## config.mk

```make
export PLATFORM = sky130hd
export DESIGN_NAME = mw_eeprom
export DESIGN_NICKNAME = d
export VERILOG_FILES = /design/src/rtl/mw_pkg.sv /design/src/rtl/mw_in_sync.sv /design/src/rtl/mw_prog_timer.sv /design/src/rtl/mw_mem.sv /design/src/rtl/mw_cmd_decoder.sv /design/src/rtl/mw_eeprom.sv
export SDC_FILE = /design/constraint.sdc
export NUM_CORES = 2
export LEC_CHECK = 0
export BUFFER_PORTS_ARGS = -buffer_cell sky130_fd_sc_hd__clkbuf_2
export CORE_MARGIN = 2
export CORE_UTILIZATION = 35
export CTS_BUF_LIST = sky130_fd_sc_hd__clkbuf_16
export DETAILED_ROUTE_END_ITERATION = 7
export GPL_ROUTABILITY_DRIVEN = 0
export PLACE_DENSITY = 0.59
export SYNTH_ARGS = -nofsm -noshare
export SYNTH_HDL_FRONTEND = slang
export SYNTH_HIERARCHICAL = 1
export SYNTH_SLANG_ARGS = --single-unit
```

## constraint.sdc

```tcl
create_clock -name clk -period 9.9 [get_ports clk]
set_input_delay 2.475 -clock clk [delete_from_list [all_inputs] [get_ports clk]]
set_output_delay 2.475 -clock clk [all_outputs]
set_load 0.005 [all_outputs]
```

## src/rtl/mw_pkg.sv

```systemverilog
package mw_pkg;

  typedef enum logic [1:0] {
    OP_EXT   = 2'b00,
    OP_WRITE = 2'b01,
    OP_READ  = 2'b10,
    OP_ERASE = 2'b11
  } mw_op_t;

  typedef enum logic [2:0] {
    ST_IDLE,
    ST_OPC,
    ST_ADDR,
    ST_DATA,
    ST_RDOUT,
    ST_HOLD,
    ST_STATUS,
    ST_REJECT
  } mw_state_t;

endpackage

```

## src/rtl/mw_in_sync.sv

```systemverilog
module mw_in_sync #(
  parameter int W = 3
) (
  input  logic         clk,
  input  logic         rst,
  input  logic [W-1:0] d,
  output logic [W-1:0] q
);
  logic [W-1:0] s1_q, s2_q;

  always_ff @(posedge clk) begin
    if (rst) begin
      s1_q <= '0;
      s2_q <= '0;
    end else begin
      s1_q <= d;
      s2_q <= s1_q;
    end
  end

  assign q = s2_q;
endmodule

```

## src/rtl/mw_prog_timer.sv

```systemverilog
module mw_prog_timer #(
  parameter int CYCLES = 400
) (
  input  logic clk,
  input  logic rst,
  input  logic start,
  output logic busy,
  output logic done
);
  localparam int CTW = $clog2(CYCLES + 1);

  logic [CTW-1:0] cnt_q;

  always_ff @(posedge clk) begin
    if (rst) begin
      cnt_q <= '0;
      busy  <= 1'b0;
      done  <= 1'b0;
    end else begin
      done <= 1'b0;
      if (start && !busy) begin
        busy  <= 1'b1;
        cnt_q <= '0;
      end else if (busy) begin
        if (cnt_q == CTW'(CYCLES - 1)) begin
          busy <= 1'b0;
          done <= 1'b1;
        end else begin
          cnt_q <= cnt_q + 1'b1;
        end
      end
    end
  end

  // an accepted start always opens a busy window
  p_start_busy_r8: assert property (@(posedge clk) disable iff (rst)
    (start && !busy) |=> busy);
  // completion is only flagged once the window has closed
  p_done_idle_r8: assert property (@(posedge clk) disable iff (rst)
    done |-> !busy);
endmodule

```

## src/rtl/mw_mem.sv

```systemverilog
module mw_mem #(
  parameter int DW    = 8,
  parameter int AW    = 9,
  parameter int DEPTH = 512
) (
  input  logic          clk,
  input  logic          we,
  input  logic [AW-1:0] waddr,
  input  logic [DW-1:0] wdata,
  input  logic [AW-1:0] raddr,
  output logic [DW-1:0] rdata
);
  logic [DW-1:0] mem_r [DEPTH];

  initial begin
    for (int i = 0; i < DEPTH; i++) mem_r[i] = '1;
  end

  always_ff @(posedge clk) begin
    if (we) mem_r[waddr] <= wdata;
    rdata <= mem_r[raddr];
  end
endmodule

```

## src/rtl/mw_cmd_decoder.sv

```systemverilog
module mw_cmd_decoder
  import mw_pkg::*;
#(
  parameter int AW     = 9,
  parameter int DW     = 8,
  parameter int CS_MIN = 8
) (
  input  logic          clk,
  input  logic          rst,
  input  logic          cs_s,
  input  logic          sk_s,
  input  logic          di_s,
  input  logic          busy,
  input  logic [DW-1:0] rd_data,
  output logic [AW-1:0] cmd_addr,
  output logic [DW-1:0] cmd_data,
  output logic          prog_start,
  output logic          prog_erase,
  output logic          do_val,
  output logic          do_en
);
  localparam int MAXB = (AW > DW) ? AW : DW;
  localparam int CW   = $clog2(MAXB + 1);
  localparam int DCW  = $clog2(CS_MIN + 1);

  mw_state_t      st_q;
  mw_op_t         opc_q;
  logic [CW-1:0]  bit_q;
  logic [AW-1:0]  addr_q;
  logic [DW-1:0]  data_q, sh_q;
  logic [DCW-1:0] dsel_q;
  logic cs_d, sk_d, pend_wr_q, pend_er_q, wen_q;
  logic do_q, doe_q, start_q, erase_q;

  logic          cs_rise, cs_fall, sk_rise;
  logic [AW-1:0] addr_nx;

  assign cs_rise = cs_s & ~cs_d;
  assign cs_fall = ~cs_s & cs_d;
  assign sk_rise = sk_s & ~sk_d;
  assign addr_nx = {addr_q[AW-2:0], di_s};

  always_ff @(posedge clk) begin
    if (rst) begin
      st_q      <= ST_IDLE;
      opc_q     <= OP_EXT;
      bit_q     <= '0;
      addr_q    <= '0;
      data_q    <= '0;
      sh_q      <= '0;
      dsel_q    <= DCW'(CS_MIN);
      cs_d      <= 1'b0;
      sk_d      <= 1'b0;
      pend_wr_q <= 1'b0;
      pend_er_q <= 1'b0;
      wen_q     <= 1'b0;
      do_q      <= 1'b0;
      doe_q     <= 1'b0;
      start_q   <= 1'b0;
      erase_q   <= 1'b0;
    end else begin
      cs_d    <= cs_s;
      sk_d    <= sk_s;
      start_q <= 1'b0;

      if (cs_s) dsel_q <= '0;
      else if (dsel_q != DCW'(CS_MIN)) dsel_q <= dsel_q + 1'b1;

      if (cs_fall) begin
        st_q      <= ST_IDLE;
        doe_q     <= 1'b0;
        pend_wr_q <= 1'b0;
        pend_er_q <= 1'b0;
        if (st_q == ST_HOLD && (pend_wr_q || pend_er_q) && wen_q && !busy) begin
          start_q <= 1'b1;
          erase_q <= pend_er_q;
        end
      end else if (!cs_s) begin
        st_q  <= ST_IDLE;
        doe_q <= 1'b0;
      end else if (cs_rise) begin
        if (dsel_q != DCW'(CS_MIN)) begin
          st_q <= ST_REJECT;
        end else if (busy) begin
          st_q  <= ST_STATUS;
          doe_q <= 1'b1;
          do_q  <= 1'b0;
        end else begin
          st_q <= ST_IDLE;
        end
      end else begin
        unique case (st_q)
          ST_STATUS: begin
            do_q <= !busy;
            if (!busy && sk_rise && di_s) begin
              st_q      <= ST_OPC;
              doe_q     <= 1'b0;
              bit_q     <= '0;
              pend_wr_q <= 1'b0;
              pend_er_q <= 1'b0;
            end
          end
          ST_IDLE: begin
            if (sk_rise && di_s) begin
              st_q      <= ST_OPC;
              bit_q     <= '0;
              pend_wr_q <= 1'b0;
              pend_er_q <= 1'b0;
            end
          end
          ST_OPC: begin
            if (sk_rise) begin
              opc_q <= mw_op_t'({opc_q[0], di_s});
              if (bit_q == CW'(1)) begin
                st_q  <= ST_ADDR;
                bit_q <= '0;
              end else begin
                bit_q <= bit_q + 1'b1;
              end
            end
          end
          ST_ADDR: begin
            if (sk_rise) begin
              addr_q <= addr_nx;
              if (bit_q == CW'(AW - 1)) begin
                bit_q <= '0;
                unique case (opc_q)
                  OP_READ: begin
                    st_q  <= ST_RDOUT;
                    doe_q <= 1'b1;
                    do_q  <= 1'b0;
                  end
                  OP_WRITE: st_q <= ST_DATA;
                  OP_ERASE: begin
                    st_q      <= ST_HOLD;
                    pend_er_q <= 1'b1;
                  end
                  OP_EXT: begin
                    st_q <= ST_HOLD;
                    if (addr_nx[AW-1:AW-2] == 2'b11) wen_q <= 1'b1;
                    else if (addr_nx[AW-1:AW-2] == 2'b00) wen_q <= 1'b0;
                  end
                endcase
              end else begin
                bit_q <= bit_q + 1'b1;
              end
            end
          end
          ST_DATA: begin
            if (sk_rise) begin
              data_q <= {data_q[DW-2:0], di_s};
              if (bit_q == CW'(DW - 1)) begin
                st_q      <= ST_HOLD;
                pend_wr_q <= 1'b1;
              end else begin
                bit_q <= bit_q + 1'b1;
              end
            end
          end
          ST_RDOUT: begin
            if (sk_rise) begin
              if (bit_q == '0) begin
                do_q  <= rd_data[DW-1];
                sh_q  <= rd_data << 1;
                bit_q <= CW'(1);
              end else if (bit_q == CW'(DW)) begin
                doe_q <= 1'b0;
                st_q  <= ST_HOLD;
              end else begin
                do_q  <= sh_q[DW-1];
                sh_q  <= sh_q << 1;
                bit_q <= bit_q + 1'b1;
              end
            end
          end
          ST_HOLD, ST_REJECT: ;
          default: st_q <= ST_IDLE;
        endcase
      end
    end
  end

  assign cmd_addr   = addr_q;
  assign cmd_data   = data_q;
  assign prog_start = start_q;
  assign prog_erase = erase_q;
  assign do_val     = do_q;
  assign do_en      = doe_q;

  // a deselected device lets go of the data line on the next clock
  p_release_desel_r9: assert property (@(posedge clk) disable iff (rst)
    !cs_s |=> !doe_q);
  // while the timer still runs, the status level shown is low
  p_status_low_r9: assert property (@(posedge clk) disable iff (rst)
    (st_q == ST_STATUS && cs_s && busy) |=> (doe_q && !do_q));
  // a refused select never drives the line nor starts a cycle
  p_reject_quiet_r11: assert property (@(posedge clk) disable iff (rst)
    (st_q == ST_REJECT) |-> (!doe_q && !start_q));
endmodule

```

## src/rtl/mw_eeprom.sv

```systemverilog
module mw_eeprom #(
  parameter int ORG16       = 0,
  parameter int MEM_BITS    = 4096,
  parameter int PROG_CYCLES = 400,
  parameter int CS_MIN      = 8
) (
  input  logic clk,
  input  logic rst,
  input  logic i_sel,
  input  logic i_sclk,
  input  logic i_sdin,
  output logic o_sdout,
  output logic o_sdout_en
);
  localparam int DW    = (ORG16 != 0) ? 16 : 8;
  localparam int DEPTH = MEM_BITS / DW;
  localparam int AW    = $clog2(DEPTH);

  logic [2:0]    pins_s;
  logic [AW-1:0] cmd_addr, lat_addr;
  logic [DW-1:0] cmd_data, lat_wdata, rd_data;
  logic          prog_start, prog_erase, busy, done;

  mw_in_sync #(.W(3)) u_sync (
    .clk (clk),
    .rst (rst),
    .d   ({i_sel, i_sclk, i_sdin}),
    .q   (pins_s)
  );

  mw_cmd_decoder #(.AW(AW), .DW(DW), .CS_MIN(CS_MIN)) u_dec (
    .clk        (clk),
    .rst        (rst),
    .cs_s       (pins_s[2]),
    .sk_s       (pins_s[1]),
    .di_s       (pins_s[0]),
    .busy       (busy),
    .rd_data    (rd_data),
    .cmd_addr   (cmd_addr),
    .cmd_data   (cmd_data),
    .prog_start (prog_start),
    .prog_erase (prog_erase),
    .do_val     (o_sdout),
    .do_en      (o_sdout_en)
  );

  mw_prog_timer #(.CYCLES(PROG_CYCLES)) u_timer (
    .clk   (clk),
    .rst   (rst),
    .start (prog_start),
    .busy  (busy),
    .done  (done)
  );

  always_ff @(posedge clk) begin
    if (rst) begin
      lat_addr  <= '0;
      lat_wdata <= '0;
    end else if (prog_start && !busy) begin
      lat_addr  <= cmd_addr;
      lat_wdata <= prog_erase ? '1 : cmd_data;
    end
  end

  mw_mem #(.DW(DW), .AW(AW), .DEPTH(DEPTH)) u_mem (
    .clk   (clk),
    .we    (done),
    .waddr (lat_addr),
    .wdata (lat_wdata),
    .raddr (cmd_addr),
    .rdata (rd_data)
  );

  // the decoder never asks for a cycle while one is running
  p_no_start_busy_r10: assert property (@(posedge clk) disable iff (rst)
    busy |-> !prog_start);
  // the array is only written right after a timed window
  p_store_after_busy_r8: assert property (@(posedge clk) disable iff (rst)
    done |-> $past(busy));
endmodule

```

==> metrics.cfg <==
[logic_synthesis]
yosysWarningCount = 6
synth-xor-area-share_pct = 0.01604
synth.area.mux_share_pct = 14.02
synth-simple-area-share_pct = 3.216
postSynth.asyncResetShare_pct = 0
synthCells = 8482
synth_top_area_cell = edfxtp_1
ys_seq_area_share_pct = 76.14
synth_edf_count = 4096
avgSynthCellArea_um2 = 19.32
synth_top_family_by_area = multiplexers
synthTopCellsByArea = edfxtp_1 (75%), mux4_2 (9.0%), mux2i_1 (5.0%)
synth-compound-area-share_pct = 4.570
synthAdderAreaFrac_pct = 0.08400
ys_seq_elements = 4184
synth_fp_nets = 8498
synth_top_area_share_pct = 75.07
synth_flop_cell = edfxtp_1
yosysUniqueCellTypes = 85
synth_area_um2 = 163800

[die]
die_y_um = 688.2
start_util_pct = 35.11
die_x_um = 688.2
io_pins = 7
dieArea_um2 = 473600
rows = 251
coreArea_um2 = 466700

[clocking]
htreeDepth = 5
cts_tree = built
cts_hold_buf = 0
clock_sinks = 4184
post_cts_resize_count = 0
numCtsBuffers = 418
post_cts_buffers = 0
insertion_delay_ns = 0.99
cts_root_buf = clkbuf_16
clkTransAtPathRegs_ns = 0.06
clockBufferDepth = 4

[final_layout]
fill_cells = 41620
areaGrowthSynthToFinish_pct = 12.04
final_cell_mix = edfxtp_1 (4096), mux2i_1 (821), mux4_2 (654), nor2_1 (641), clkbuf_16 (425)
layout.nets = 8525
regArea_um2 = 124800
final_common_cell = edfxtp_1
final_cells = 15070
multi_input_area_um2 = 36120
drive_above_1_share_pct = 16.59

[placed_design]
dpl.cell_count = 14290
hpwl_um = 253000
dp_slack_ns = 4.761
io_buffers = 6

[pwr]
p_total_mw = 34.72
vdd_drop_max_v = 0.0001510
powerDensity_nw_per_um2 = 189.2
p_leak_nw = 54.10

[drt]
drc_errors = 0
wl_um = 429600
drt_iter0_drc = 10200
via_count = 84700
postRouteAntennaNets = 0
dr.pass1.iters = 6
wl_per_cell_um = 28.51
viasPerCell = 5.621

[sta]
fin_crit_sh_pct = 54.34
holdWs_ns = 0.4419
finalSetupViolCount = 0
setup_ws_ns = 4.520
finalHoldViolations = 0
rsz0062_at_grt = no
skew_ns = 0.08233
period_needed_ns = 5.380
drv_slew = 2
worstMarginPinSlew_ns = 1.543
slew-limit-headroom_pct = -3.790
fmax_mhz = 185.9
setup-tns-final_ns = 0

[status]
outcome = finished, violations left
violations = capacitance limit, slew limit

[critical_path]
crit_fanout = 83
cp.arrival_ns = 6.29
cp.required_ns = 10.81
path_class = reg2reg
r2r-start = u_dec/cmd_addr[0]
startpoint_type = flop
startpoint = u_dec/cmd_addr[0]
crit_path_end_kind = flop

[grt]
antenna_found_initial = 20
grt_pass1_wl_um = 615800
grt-ovfl-total = 0
grt_max_degree = 197
grt_usage_pct = 17.65
grt_pass1_vias = 83910

[min_path]
min_from = u_dec/cmd_data[2]
hp-class = reg2reg

[job]
cap_violations = 1

-- Yosys cell counts (all sizes together), types with 36 or more instances --
library cell	number
a21oi	235
a22oi	62
buf	267
clkbuf	276
dfxtp	88
edfxtp	4096
mux2i	821
mux4	654
nand2	149
nand3	53
nand4	36
nor2	642
nor3	133
nor4	38
o21ai	142
o221ai	372
o22ai	164
-- cell families (layout without fill, tap and decap cells) --
kind of cell               Yosys count  count (layout)
AOI/OAI and AO/OA                 1074            1074
xor gates and xnor gates             3               3
adders and majority gates           11              11
buffers and inverters              560             945
DFF                               4184            4184
muxes                             1477            1477
other                                0               4
and+or+nand+nor                   1173            1173
-- power by group --
| part | internal (mW) | switching [mW] | total, mW |
|---|---|---|---|
| sequential | 19.1 | 0.00472 | 19.1 |
| clock | 8.85 | 6.70 | 15.5 |
| combinational | 0.0131 | 0.0234 | 0.0366 |
| total | 28.0 | 6.72 | 34.7 |
-- flip-flops by register name, summed over array words and instances, names as in the netlist, 2 cells and up --
| register | cells |
|---|---|
| u_mem/mem_r | 4096 |
| lat_addr | 9 |
| u_dec/cmd_addr | 9 |
| u_timer/cnt_q | 9 |
| lat_wdata | 8 |
| u_dec/cmd_data | 8 |
| u_mem/rdata | 8 |
| u_dec/sh_q | 7 |
| u_dec/bit_q | 4 |
| u_dec/dsel_q | 4 |
| u_dec/st_q | 3 |
| u_sync/q | 3 |
| u_sync/s1_q | 3 |
| u_dec/opc_q | 2 |
-- worst paths after layout --
kind              cells after the start  slack, ns           endpoint
setup / recovery                      9       4.52     u_mem/rdata[0]
hold / removal                        2       0.44  u_dec/cmd_data[3]
setup reg to reg                      9       4.52     u_mem/rdata[0]
hold reg to reg                       2       0.44  u_dec/cmd_data[3]
-- routing by layer --
| metal | GRT usage [%] | wire, um |
|---|---|---|
| met3 | 3.002 | 35880 |
| met5 | 0 | 55 |
| met4 | 4.559 | 10810 |
| met1 | 24.87 | 178000 |
| met2 | 28.47 | 204900 |
-- metrics by stage --
step / cell area [um^2] / util (%)
2_1_floorplan: 163800 / -
3_3_place_gp: 170100 / 36.44
3_5_place_dp: 170100 / 36.45
4_1_cts: 183600 / 39.33
5_1_grt: 183600 / 39.33
6_report: 183600 / 39.34
-- critical path: stages (launching register included) --
cell and delay [ns]:
dfxtp_4 0.80, buf_12 0.47, buf_12 0.55, mux2i_1 0.16, o221ai_1 0.26, a21oi_1 0.18
nor4_1 1.28, nand4_1 0.60, nor4_1 0.50, o2111a_1 0.24
-- final cells by class --
class                      instances  share of cell area (%)
sequential                      4184                   67.99
multi-input combinational       3738                   19.68
clock buffer                     425                   5.794
tap                             6198                   4.224
clock inverter                   353                   1.538
timing repair buffer             150                  0.7354
inverter                          17                 0.03885
antenna                            4                0.005453
Note: power is estimated with default switching activity, not from simulation.
